## src/rtl/dtg_pkg.sv

```systemverilog
package dtg_pkg;

    // Audio policy states
    typedef enum logic [1:0] {
        AUD_QUIET = 2'd0,
        AUD_TRACK = 2'd1,
        AUD_ALARM = 2'd2
    } aud_state_e;

    // Transmit lift qualifier states
    typedef enum logic [1:0] {
        TX_GROUNDED = 2'd0,
        TX_LIFT1    = 2'd1,
        TX_ARMED    = 2'd2
    } tx_state_e;

endpackage

```

## src/rtl/dtg_audio_fsm.sv

```systemverilog
module dtg_audio_fsm
    import dtg_pkg::*;
(
    input  logic       clk,
    input  logic       rst_n,
    input  logic       contact_echo,
    input  logic       range_echo,
    output aud_state_e state_o,
    output logic       run_o,
    output logic       alarm_o
);

    aud_state_e state_q;
    aud_state_e state_d;

    // The close echo wins over the range echo
    always_comb begin
        state_d = state_q;
        unique case (state_q)
            AUD_QUIET: begin
                if (contact_echo)    state_d = AUD_QUIET;   // go_quiet
                else if (range_echo) state_d = AUD_TRACK;   // go_track
                else                 state_d = AUD_ALARM;   // go_alarm
            end
            AUD_TRACK: begin
                if (contact_echo)    state_d = AUD_QUIET;
                else if (range_echo) state_d = AUD_TRACK;
                else                 state_d = AUD_ALARM;
            end
            AUD_ALARM: begin
                if (contact_echo)    state_d = AUD_QUIET;
                else if (range_echo) state_d = AUD_TRACK;
                else                 state_d = AUD_ALARM;
            end
            default:                 state_d = AUD_QUIET;
        endcase
    end

    always_ff @(posedge clk or negedge rst_n) begin
        if (!rst_n) state_q <= AUD_QUIET;
        else        state_q <= state_d;
    end

    always_comb begin
        run_o   = 1'b0;
        alarm_o = 1'b0;
        unique case (state_q)
            AUD_QUIET: begin
                run_o   = 1'b0;
                alarm_o = 1'b0;
            end
            AUD_TRACK: begin
                run_o   = 1'b1;
                alarm_o = 1'b0;
            end
            AUD_ALARM: begin
                run_o   = 1'b1;
                alarm_o = 1'b1;
            end
            default: begin
                run_o   = 1'b0;
                alarm_o = 1'b0;
            end
        endcase
    end

    assign state_o = state_q;

endmodule

```

## src/rtl/dtg_phase_nco.sv

```systemverilog
module dtg_phase_nco #(
    parameter int ACC_W      = 16,
    parameter int CODE_W     = 6,
    parameter int OFFSET_INC = 6,
    parameter int STEP_INC   = 5
) (
    input  logic              clk,
    input  logic              rst_n,
    input  logic              run,
    input  logic              alarm,
    input  logic [CODE_W-1:0] code,
    output logic              wave_o
);

    localparam int LEVELS   = 1 << CODE_W;
    localparam int FULL_INC = OFFSET_INC + LEVELS * STEP_INC;

    logic [ACC_W-1:0] acc_q;
    logic [ACC_W-1:0] step_w;

    // Linear code-to-increment map with a fixed floor
    always_comb begin
        if (alarm) step_w = ACC_W'(FULL_INC);
        else       step_w = ACC_W'(OFFSET_INC) + ACC_W'(code) * ACC_W'(STEP_INC);
    end

    always_ff @(posedge clk or negedge rst_n) begin
        if (!rst_n)   acc_q <= '0;
        else if (run) acc_q <= acc_q + step_w;
        else          acc_q <= '0;
    end

    assign wave_o = run & acc_q[ACC_W-1];

endmodule

```

## src/rtl/dtg_lift_qual.sv

```systemverilog
module dtg_lift_qual
    import dtg_pkg::*;
(
    input  logic      clk,
    input  logic      rst_n,
    input  logic      contact_echo,
    input  logic      frame_tick,
    output tx_state_e state_o,
    output logic      tx_en_o
);

    tx_state_e state_q;
    tx_state_e state_d;
    logic      tick_prev_q;
    logic      tick_edge;

    assign tick_edge = frame_tick & ~tick_prev_q;

    always_ff @(posedge clk or negedge rst_n) begin
        if (!rst_n) tick_prev_q <= 1'b0;
        else        tick_prev_q <= frame_tick;
    end

    always_comb begin
        state_d = state_q;
        unique case (state_q)
            TX_GROUNDED: begin
                if (contact_echo)   state_d = TX_GROUNDED;  // touch_down
                else if (tick_edge) state_d = TX_LIFT1;     // lift_step
                else                state_d = TX_GROUNDED;  // hold
            end
            TX_LIFT1: begin
                if (contact_echo)   state_d = TX_GROUNDED;
                else if (tick_edge) state_d = TX_ARMED;
                else                state_d = TX_LIFT1;
            end
            TX_ARMED: begin
                if (contact_echo)   state_d = TX_GROUNDED;
                else                state_d = TX_ARMED;
            end
            default:                state_d = TX_GROUNDED;
        endcase
    end

    always_ff @(posedge clk or negedge rst_n) begin
        if (!rst_n) state_q <= TX_GROUNDED;
        else        state_q <= state_d;
    end

    // Contact masks the enable in the same cycle
    always_comb begin
        tx_en_o = 1'b0;
        unique case (state_q)
            TX_GROUNDED: tx_en_o = 1'b0;
            TX_LIFT1:    tx_en_o = 1'b0;
            TX_ARMED:    tx_en_o = ~contact_echo;
            default:     tx_en_o = 1'b0;
        endcase
    end

    assign state_o = state_q;

endmodule

```

## src/rtl/dist_tone_gen.sv

```systemverilog
module dist_tone_gen
    import dtg_pkg::*;
#(
    parameter int CLK_HZ  = 1_000_000,
    parameter int FMIN_HZ = 100,
    parameter int FMAX_HZ = 5000,
    parameter int ACC_W   = 16,
    parameter int CODE_W  = 6
) (
    input  logic              clk,
    input  logic              rst_n,
    input  logic [CODE_W-1:0] dist_code,
    input  logic              contact_echo,
    input  logic              range_echo,
    input  logic              frame_tick,
    output logic              tone_out,
    output logic              tx_en
);

    localparam longint SPAN   = longint'(1) << ACC_W;
    localparam longint LEVELS = longint'(1) << CODE_W;
    localparam int     OFS    = int'((longint'(FMIN_HZ) * SPAN) / longint'(CLK_HZ));
    localparam int     STP    = int'((longint'(FMAX_HZ - FMIN_HZ) * SPAN)
                                     / (longint'(CLK_HZ) * LEVELS));

    aud_state_e aud_state;
    tx_state_e  tx_state;
    logic       nco_run;
    logic       nco_alarm;

    dtg_audio_fsm u_policy (
        .clk          (clk),
        .rst_n        (rst_n),
        .contact_echo (contact_echo),
        .range_echo   (range_echo),
        .state_o      (aud_state),
        .run_o        (nco_run),
        .alarm_o      (nco_alarm)
    );

    dtg_phase_nco #(
        .ACC_W      (ACC_W),
        .CODE_W     (CODE_W),
        .OFFSET_INC (OFS),
        .STEP_INC   (STP)
    ) u_nco (
        .clk    (clk),
        .rst_n  (rst_n),
        .run    (nco_run),
        .alarm  (nco_alarm),
        .code   (dist_code),
        .wave_o (tone_out)
    );

    dtg_lift_qual u_lift (
        .clk          (clk),
        .rst_n        (rst_n),
        .contact_echo (contact_echo),
        .frame_tick   (frame_tick),
        .state_o      (tx_state),
        .tx_en_o      (tx_en)
    );

endmodule

```

## config.mk

```make
export PLATFORM = sky130hd
export DESIGN_NAME = dist_tone_gen
export DESIGN_NICKNAME = d
export VERILOG_FILES = /design/src/rtl/dtg_pkg.sv /design/src/rtl/dtg_audio_fsm.sv /design/src/rtl/dtg_phase_nco.sv /design/src/rtl/dtg_lift_qual.sv /design/src/rtl/dist_tone_gen.sv
export SDC_FILE = /design/constraint.sdc
export NUM_CORES = 1
export LEC_CHECK = 0
export BUFFER_PORTS_ARGS = -buffer_cell sky130_fd_sc_hd__buf_2
export CORE_AREA = 2 2 58 60
export DETAILED_ROUTE_END_ITERATION = 10
export DIE_AREA = 0 0 60 62
export PLACE_DENSITY = 0.83
export SYNTH_ARGS = -nofsm -noshare
export SYNTH_HDL_FRONTEND = slang
export SYNTH_HIERARCHICAL = 1
export SYNTH_SLANG_ARGS = --single-unit
```

## constraint.sdc

```tcl
create_clock -name clk -period 4.2 [get_ports clk]
set_input_delay 0.63 -clock clk [delete_from_list [all_inputs] [get_ports clk]]
set_output_delay 0.63 -clock clk [all_outputs]
set_load 0.005 [all_outputs]
```

======== Yosys cells after proc, flatten, opt, wreduce, memory -nomap -nowiden ========
Index checks and enable logic that the tools add are counted.
W data, S select, Z words.
word-level totals
  register bits ........................... 21
  input port bits ......................... 11
operators by class
  add/subtract/negate cells ............... 2
  multiply operators ...................... 1
  eq/ne operators ......................... 4
  mux-type cells .......................... 14
  bitwise operators ....................... 4
  reductions and logical operators ........ 4
operators with widths
  operator                count
  $mux W16                2
  $add A16 B16 Y16        1
  $mux W2                 7
  $add A3 B9 Y10 const A  1
  $mul A6 B3 Y9 const B   1
  $pmux W2 S3             1
  $eq A2 B1 Y1 const B    2
  $eq A2 B2 Y1 const B    2
  $logic_not A2 Y1        2
  $mux W1                 4
  $reduce_or A3 Y1        1
  $and A1 B1 Y1           2
  $not A1 Y1              2
  $reduce_or A2 Y1        1

======== Logic depth before layout (Yosys ltp) ========
Gate-level depths: netlist (run 1).
  depth in word-level cells ............... 5
  mapped depth ............................ 15
  mapped depth without buffers ............ 15

======== Cells and area by module ========
The synthesis (run 1) kept the hierarchy.
by module, submodules not included
  module         times used  cells an instance  area an instance (um2)  seq. area each (um2)
  dtg_phase_nco  1           152                1388.8                  400.4
  dtg_lift_qual  1           10                 130.1                   75.1
  dtg_audio_fsm  1           8                  105.1                   50.0

======== Least setup slack after synthesis (run 1) ========
Ideal clock, no wire load.
  kind .................................... input -> register
  start ................................... input port dist_code[1]
  end ..................................... register u_nco.acc_q[14]
  arrival time ............................ 3.455 ns
  required time ........................... 4.122 ns
  setup slack ............................. 0.667 ns
  stages on the path ...................... 14
  path through ............................ ha_1 -> ha_1 -> fa_1 -> a21o_1 -> a21oi_1 -> nor2b_1 -> o21ai_0 -> nand2_1 -> ha_1 -> nand4_1 -> a211oi_2 -> nor3_1 -> or3_1 -> a21oi_1
between the ends
  cells in the longest elaborated chain, start to end .. 5
ends and longest elaborated chain
  element               line                 source
  from (decl)           dist_tone_gen.sv:12  input logic [CODE_W-1:0] dist_code,
  $mul A6 B3 Y9         dtg_phase_nco.sv:24  else step_w = ACC_W'(OFFSET_INC) + ACC_W'(code) * ACC_W'(STEP_INC);
  $add A3 B9 Y10        dtg_phase_nco.sv:24
  $mux W16              dtg_phase_nco.sv:23  if (alarm) step_w = ACC_W'(FULL_INC);
  $add A16 B16 Y16      dtg_phase_nco.sv:29  else if (run) acc_q <= acc_q + step_w;
  $mux W16              dtg_phase_nco.sv:29
  to (signal assigned)  dtg_phase_nco.sv:29
  to (decl)             dtg_phase_nco.sv:18  logic [ACC_W-1:0] acc_q;
Every way passes these cells.

======== Final worst setup path (run 1) ========
  start ................................... input port dist_code[1]
  end ..................................... register u_nco.acc_q[12]
The elaborated chain is that of the path after synthesis.

==> results of run 1 <==
==> stage by stage <==
step	std cells	cell area, sq um	utilization
after floorplan	170	1620	-
after global placement	226	1730	0.545
after detailed placement	226	1730	0.545
after CTS	230	1760	0.554
after global routing	230	1760	0.554
final	230	1760	0.554
==> power by group <==
group          switching (mW)  internal (mW)  leakage (nW)  total (mW)
clock                  0.0611         0.0355        0.0177      0.0965
sequential             0.0165          0.235         0.281       0.251
combinational           0.221          0.166         0.546       0.387
total                   0.298          0.437         0.845       0.735
==> area by class of cell <==
type	count	area share
clock inverters	1	0.00284
repair buffers	12	0.0341
well taps	46	0.0327
inverters	11	0.0234
clock buffers	3	0.0128
flip-flops and latches	21	0.298
multi-input cells	136	0.596
==> synth_stat cells (all sizes together) (2+ instances only) <==
cell type	n
ha	25
dfrtp	21
nor2	14
a21oi	12
inv	11
o21ai	8
nand2	7
nor2b	7
nor3	7
nand2b	6
nand3	6
and2	5
xor2	5
a211oi	4
or3	4
o21a	3
xnor2	3
a21o	2
clkbuf	2
fa	2
nand4	2
==> worst max-delay path, stage by stage <==
cell	delay, ns
sky130_fd_sc_hd__buf_2	0.11
sky130_fd_sc_hd__ha_1	0.29
sky130_fd_sc_hd__ha_1	0.32
sky130_fd_sc_hd__fa_1	0.47
sky130_fd_sc_hd__a21o_1	0.20
sky130_fd_sc_hd__a21oi_1	0.17
sky130_fd_sc_hd__nor2b_1	0.08
sky130_fd_sc_hd__o21ai_0	0.14
sky130_fd_sc_hd__nand2_1	0.08
sky130_fd_sc_hd__ha_1	0.36
sky130_fd_sc_hd__a21oi_1	0.20
sky130_fd_sc_hd__nand2_1	0.13
sky130_fd_sc_hd__nor3_1	0.40
sky130_fd_sc_hd__nor3_1	0.10
sky130_fd_sc_hd__o21a_1	0.18
==> worst max path at each step <==
| stage | cells past startpoint | endpoint | start | slack [ns] |
|---|---|---|---|---|
| 3_5_place_dp | 15 | u_nco/acc_q[15] | dist_code[1] | 0.23 |
| 5_1_grt | 15 | u_nco/acc_q[12] | dist_code[1] | 0.23 |
| 4_1_cts | 15 | u_nco/acc_q[15] | dist_code[1] | 0.55 |
| 6_report | 15 | u_nco/acc_q[12] | dist_code[1] | 0.53 |
| 3_3_place_gp | 15 | u_nco/acc_q[9] | dist_code[1] | 0.33 |
| 2_1_floorplan | 14 | u_nco/acc_q[14] | dist_code[1] | 0.67 |
==> state kept, by name, summed over array words and instances, names as in the netlist <==
signal and flops:
u_lift/state_o 2, u_lift/tick_prev_q 1, u_policy/state_o 2, u_nco/acc_q 16
==> cells by family after synthesis <==
logic type	count (synthesis)	share of synthesized area
AND/OR/NAND/NOR	64	0.225
multiplexers	1	0.00616
XOR/XNOR	8	0.0431
flip-flops	21	0.324
AO/OA/AOI/OAI	36	0.155
buffers and inverters	13	0.0300
adder cells (fa/ha/maj)	27	0.217
==> routing by layer <==
layer	routed length, um	vias up
li1	-	633
met1	1350	575
met2	1470	9
met3	46	2
met4	12	0
met5	0	-
==> flow_results.org, run 1 <==
** Run status
- Outcome :: finished, final reports clean

** Routing
- The routed design has 2880 um of wire.
- The first TritonRoute pass finished after 6 iterations.
- The first routing iteration left 35 violations.
- After detailed routing, the average wire length per cell comes to 12.5 um.
- For this block, the via count after detailed routing is 1,219.
- DRC viols :: 0
- Post-detailed-route via-to-cell ratio :: 5.30
- The count of nets left with antenna violations once routing finished came out at 0.

** Logic synthesis
- When the netlist entered floorplanning its net count stood at approximately 210.
- Synth async-reset ratio :: 1.00
- Averaged over all synthesized cells, the footprint is 9.55 sq um.
- Synth warnings :: 6
- Of the synthesized area, sequential elements account for 0.324.
- In the synthesized netlist, the number of instances is 170.
- Cell area after technology mapping :: 1620 sq um
- Most area-hungry cell type in the Yosys netlist :: sky130_fd_sc_hd__dfrtp_1
- Main flop type after synthesis :: sky130_fd_sc_hd__dfrtp_1
- Number of distinct library cells after synthesis :: 42
- The share of synthesized area in the top cell type comes to 0.324.
- Total of flip-flops plus latches after synthesis :: 21
- Ranked by total cell area, the synthesized netlist is headed by sky130_fd_sc_hd__dfrtp_1 (32%), sky130_fd_sc_hd__ha_1 (19%), sky130_fd_sc_hd__nor2_1 (3.2%).
- Count of flip-flops with a built-in enable after synthesis :: 0

** Hold path
- HP Class :: in2async

** Timing
- The clock period could shrink to around 3.7 ns.
- Final number of hold-violating endpoints :: 0
- Worst hold slack across all endpoints :: 0.265 ns
- For the final routed database, the setup TNS stands at 0 ns.
- Worst slew pin tran :: 0.476 ns
- Min setup slack post-route :: 0.528 ns
- Number of endpoints failing setup at the final stage :: 0
- RSZ-0062 raised after global routing :: no
- Final max-slew violation count :: 0
- Based on the critical path, the design can be clocked at up to 272 MHz.
- Max Clock Skew :: 0.00356 ns
- Measured against its own limit, the worst slew margin works out to 0.683.
- In the finished design, the share of the clock period the worst path needs comes to 0.874.

** Setup path
- By startpoint and endpoint, the worst setup path is classified as in2reg.
- Critical register-to-register path startpoint :: u_policy/state_o[0]
- CP endpoint kind :: flop
- For the worst flop-to-flop path, the logic depth is 12.
- Data on the critical path is required at its endpoint by 4.40 ns.
- The endpoint identified for the worst register-to-register timing path is u_nco/acc_q[14].
- Arrival time at the worst endpoint :: 3.87 ns
- Along the worst path, the maximum fanout reaches 7.
- Reg2Reg Setup Slack :: 1.30 ns
- The worst setup path is launched from an input pin.

** Floorplanning
- Core region area :: 3180 sq um
- Die W :: 60 um
- Initial Utilization :: 0.511
- The die is 62 um tall.
- Row generation in the floorplan step produced 21 rows.
- The die covers 3720 sq um.
- In this run the count of I/O pins placed on the die edge is 13.

** GRT
- Global-route wire length before repair :: ~5000 um
- For this run, global-route usage on met2 was measured as 0.334.
- Met3 usage :: 0.0186
- In the global route stage, overall resource usage came out at 0.176.
- The layer flagged by global routing as most heavily used is met2.
- Met1 layer usage reported by global route :: 0.210
- The initial antenna violation count is 0.
- The number of global-route vias before repair was 1,213.
- Pin count of the biggest net entering global routing :: 22
- Remaining Overflow, GRT :: 0

** Layout
- Number of nets in the layout :: 223
- Proportion of layout cells with a drive suffix above 1 :: 0.158
- Commonest non-fill, non-tap cell in the layout :: sky130_fd_sc_hd__ha_1
- Count of antenna diodes in the layout :: 0
- Footprint of the multi-input gates :: 1050 sq um
- Leaving out fill and tap cells, the most frequent cells in the layout are sky130_fd_sc_hd__ha_1 (25), sky130_fd_sc_hd__dfrtp_1 (21), sky130_fd_sc_hd__nor2_1 (14).
- In the final layout, flip-flops and latches occupy 526 sq um.
- Filler cell count :: 281
- Relative to the synthesized area, the layout overhead comes to 8.47%.

** Clocking
- Number of buffers between clock root and the deepest sink :: 2
- Root Buffer :: sky130_fd_sc_hd__clkbuf_4
- Count of H-tree levels built during CTS :: 1
- Buffers added to address setup during post-CTS repair amount to 0.
- Number of buffers created by CTS :: 3
- Post-cts hold buffer count :: 0
- The later pin in the worst-skew pair is clocked with a latency of 0.30 ns.
- Clock-pin slew was measured on the worst setup and hold paths at between 0.1 and 0.15 ns.
- Number of clock sinks :: 21
- CTS tree :: done
- Cells resized by post-CTS repair :: 0

** Placement
- OpenSTA, run right after detailed placement, puts the worst setup slack at 0.227 ns.
- HPWL after DPL :: 2300 um
- Port buffering added 12 buffers.
- Routability-driven placement finished with a final weighted congestion of 0.926.

** Pwr
- IR drop worst, VDD :: roughly 0.2 mV
- Leakage power figure :: 0.845 nW
- In this run the power density over the cells is 417 nW/um^2.
- The design draws 0.735 mW.

** Run
- The tool flagged a number of max-cap violations equal to 0.
(Power assumes the default switching activity.)
==> run 2, diff against run 1 <==
--- a/config.mk
+++ b/config.mk
@@ -10,6 +10,7 @@
 export DETAILED_ROUTE_END_ITERATION = 10
 export DIE_AREA = 0 0 60 62
 export PLACE_DENSITY = 0.83
+export REMOVE_ABC_BUFFERS = 1
 export SYNTH_ARGS = -nofsm -noshare
 export SYNTH_HDL_FRONTEND = slang
 export SYNTH_HIERARCHICAL = 1
==> constraint.sdc (replaced) <==
create_clock -name clk -period 4.7 [get_ports clk]
set_input_delay 0.705 -clock clk [delete_from_list [all_inputs] [get_ports clk]]
set_output_delay 0.705 -clock clk [all_outputs]
set_load 0.005 [all_outputs]
==> run 2 against run 1 <==
Effect of this change:
- register-to-register slack improved by 0.45 ns
- count of clock-buffer cells in the layout unchanged
- first-iteration DRC count up 26%
- largest cell class unchanged
==> flow_results.org, run 2 (synthesized netlist as in run 1, its figures left out) <==
** Run status
- Outcome: finished, final reports clean (unchanged).

** Floorplanning
- The floorplan die area was 3720 sq um (unchanged).
- Placement row count :: 21 (unchanged)
- Vertical extent of the die :: 62 um (unchanged)
- Top Ports :: 13 (unchanged)
- Initial Utilization :: 0.511 (unchanged)
- Die W :: 60 um (unchanged)
- Core region area :: 3180 sq um (unchanged)

** Timing
- Final max-slew violation count :: 0 (unchanged)
- The count of final hold-check violations was 0 (unchanged).
- The headroom to the max-slew limit came to 0.694 (was 0.683).
- Worst slew pin tran :: 0.459 ns (was 0.476 ns)
- Highest achievable clock rate :: 268 MHz
- Min setup slack post-route :: 0.965 ns (was 0.528 ns)
- RSZ-0062 raised after global routing :: no (unchanged)
- Of the available clock period, the critical path in the final layout requires 0.795.
- Number of endpoints failing setup at the final stage :: 0 (unchanged)
- Fin Setup TNS :: 0 ns (unchanged)
- Subtracting the final worst setup slack from the clock period gives between 3 and 4 ns.
- Max Clock Skew :: 0.00315 ns (was 0.00356 ns)

** Layout
- The count of filler cells inserted in the layout came to 296 (was 281).
- Register bank with the most flops :: u_nco/acc_q (unchanged)
- Area added between synthesis and finish :: 8.47% (unchanged)
- The number of nets in the finished design is 223 (unchanged).
- Count of antenna diodes in the layout :: 0 (unchanged)
- Commonest cells after routing, fill and taps aside: sky130_fd_sc_hd__ha_1 (25), sky130_fd_sc_hd__dfrtp_1 (21), sky130_fd_sc_hd__nor2_1 (14) (unchanged).
- Commonest non-fill, non-tap cell in the layout :: sky130_fd_sc_hd__ha_1 (unchanged)
- Flip-flop count of the largest register after layout :: 16 (unchanged)
- Core occupancy in the finished layout :: 0.554 (unchanged)
- The ratio of cells with drive above 1 in the final layout was 0.158 (unchanged).

** Routing
- Total number of vias :: 1,262 (was 1,219)
- The DRC violation count after routing is 0 (unchanged).
- The total iterations of the first detailed-routing run was 4 (was 6).
- Routed length per placed instance :: 12.9 um (was 12.5 um)
- The met2 layer wire length in the routed design came to 1520 um (was 1470 um).
- Total Routed Length :: 2960 um (was 2880 um)
- Antenna Violating Nets Remaining :: 0 (unchanged)
- DR WL met3 :: 75 um (was 46 um)
- The via density per instance was 5.49 (was 5.30).
- The total routed wire length on the met1 layer was 1340 um (was 1350 um).
- Violation count after the first detailed-route iteration :: 44 (was 35)
- Highest metal layer with signal wires :: met4 (unchanged)

** Pwr
- The maximum vdd drop was 0.173 mV (was 0.194 mV).
- The total power of the final layout is 0.657 mW (was 0.735 mW).
- The leakage power total was 0.845 nW (unchanged).
- The total power divided by cell area is 373 nW/um^2 (was 417 nW/um^2).

** Setup path
- Worst Setup Path Type :: in2reg (unchanged)
- CP endpoint kind :: flop (unchanged)
- The minimum setup slack among reg-to-reg paths is 1.75 ns (was 1.30 ns).
- Cell count of the worst reg-to-reg path :: 12 (unchanged)
- Required time of the worst setup path :: 4.94 ns (was 4.40 ns)
- Endpoint of the most critical register-to-register path :: u_nco/acc_q[14] (unchanged)
- The data arrival at the endpoint of the critical path was 3.97 ns (was 3.87 ns).
- The largest driver fanout on the critical path was 7 (unchanged).
- Critical register-to-register path startpoint :: u_policy/state_o[0] (unchanged)
- Kind of launch point of the worst setup path :: input pin (unchanged)
- The startpoint of the worst setup timing path was dist_code[1] (unchanged).

** Clocking
- The H-tree level count was 1 (unchanged).
- Post-CTS setup repair buffer count :: 0 (unchanged)
- Post-cts hold buffer count :: 0 (unchanged)
- The clock slew at the register clock pins of the worst setup and hold paths is 0.12 ns (about the same).
- Cells resized by post-CTS repair :: 0 (unchanged)
- Root Buffer :: sky130_fd_sc_hd__clkbuf_4 (unchanged)
- The insertion delay of the later-clocked pin in the worst-skew pair came to 0.30 ns (about the same).
- CTS tree :: done (unchanged)
- The clock sink total is 21 (unchanged).
- Number of buffers created by CTS :: 3 (unchanged)
- Number of buffers between clock root and the deepest sink :: 2 (unchanged)

** Placement
- The final RePlAce weighted congestion came to 0.808 (was 0.926).
- The post-place setup slack came to 0.650 ns (was 0.227 ns).
- The detailed placement HPWL is 2370 um (was 2300 um).
- Count of buffers inserted at the top-level ports :: 12 (unchanged)

** GRT
- The maximum number of pins on one net before global-route repair came to 22 (unchanged).
- The global routing usage summed across all routing layers came to 0.182 (was 0.176).
- Global-route wire length before repair :: 5050 um (was 4980 um)
- Number of antenna violations at the first check in global routing :: 0 (unchanged)
- Number of global-route vias before repair :: 1,233 (was 1,213)
- Remaining Overflow, GRT :: 0 (unchanged)

** Hold path
- HP Class :: in2async (unchanged)

** Run
- The max capacitance violation total is 0 (unchanged).
[run 2: cell counts in the layout (fill, tap and decap cells not counted)]
No cell type changed its count.
[run 2: worst max path at each step]
stage / cells past startpoint / slack (ns) / end
after global routing: 15 / 0.70 / u_nco/acc_q[11]
after CTS: 15 / 0.99 / u_nco/acc_q[15]
final: 15 / 0.97 / u_nco/acc_q[14]
after global placement: 15 / 0.74 / u_nco/acc_q[9]
after floorplan: 14 / 1.09 / u_nco/acc_q[14]
after detailed placement: 15 / 0.65 / u_nco/acc_q[15]
[run 2: final cells by class]
type | instances | area [sq um] | share of cell area
multi-input cells | 136 | 1050 | 0.596
well taps | 46 | 57.6 | 0.0327
clock buffers | 3 | 22.5 | 0.0128
repair buffers | 12 | 60.1 | 0.0341
flip-flops and latches | 21 | 526 | 0.298
inverters | 11 | 41.3 | 0.0234
clock inverters | 1 | 5.00 | 0.00284
[run 2: power breakdown]
part / total [mW] / leakage [nW] / internal, mW / switching (mW)
Sequential: 0.225 / 0.281 / 0.210 / 0.0148
Combinational: 0.346 / 0.546 / 0.148 / 0.197
Clock: 0.0869 / 0.0177 / 0.0318 / 0.0552
[run 2: per-layer routing]
layer / global-route usage / up-vias
met3: 0.0186 / 4
met2: 0.342 / 21
li1: - / 637
met5: 0 / -
met4: 0.0698 / 0
met1: 0.213 / 600
[run 2: per-stage QoR]
stage / instances / cell area [sq um] / hold WS, ns
floorplan: 168 / 1620 / 0.409
CTS: 230 / 1760 / 0.336
detailed placement: 226 / 1730 / 0.470
global route: 230 / 1760 / 0.342
global placement: 226 / 1730 / 0.449
finish: 230 / 1760 / 0.329
[run 2: critical path, cell delays in order]
cell and delay (ns):
sky130_fd_sc_hd__buf_2 0.12, sky130_fd_sc_hd__ha_1 0.29, sky130_fd_sc_hd__ha_1 0.32, sky130_fd_sc_hd__fa_1 0.47, sky130_fd_sc_hd__a21o_1 0.19, sky130_fd_sc_hd__a21oi_1 0.17
sky130_fd_sc_hd__nor2b_1 0.09, sky130_fd_sc_hd__o21ai_0 0.14, sky130_fd_sc_hd__nand2_1 0.08, sky130_fd_sc_hd__ha_1 0.39, sky130_fd_sc_hd__nand4_1 0.15, sky130_fd_sc_hd__a211oi_2 0.23
sky130_fd_sc_hd__nor3_1 0.13, sky130_fd_sc_hd__or3_1 0.36, sky130_fd_sc_hd__a21oi_1 0.15
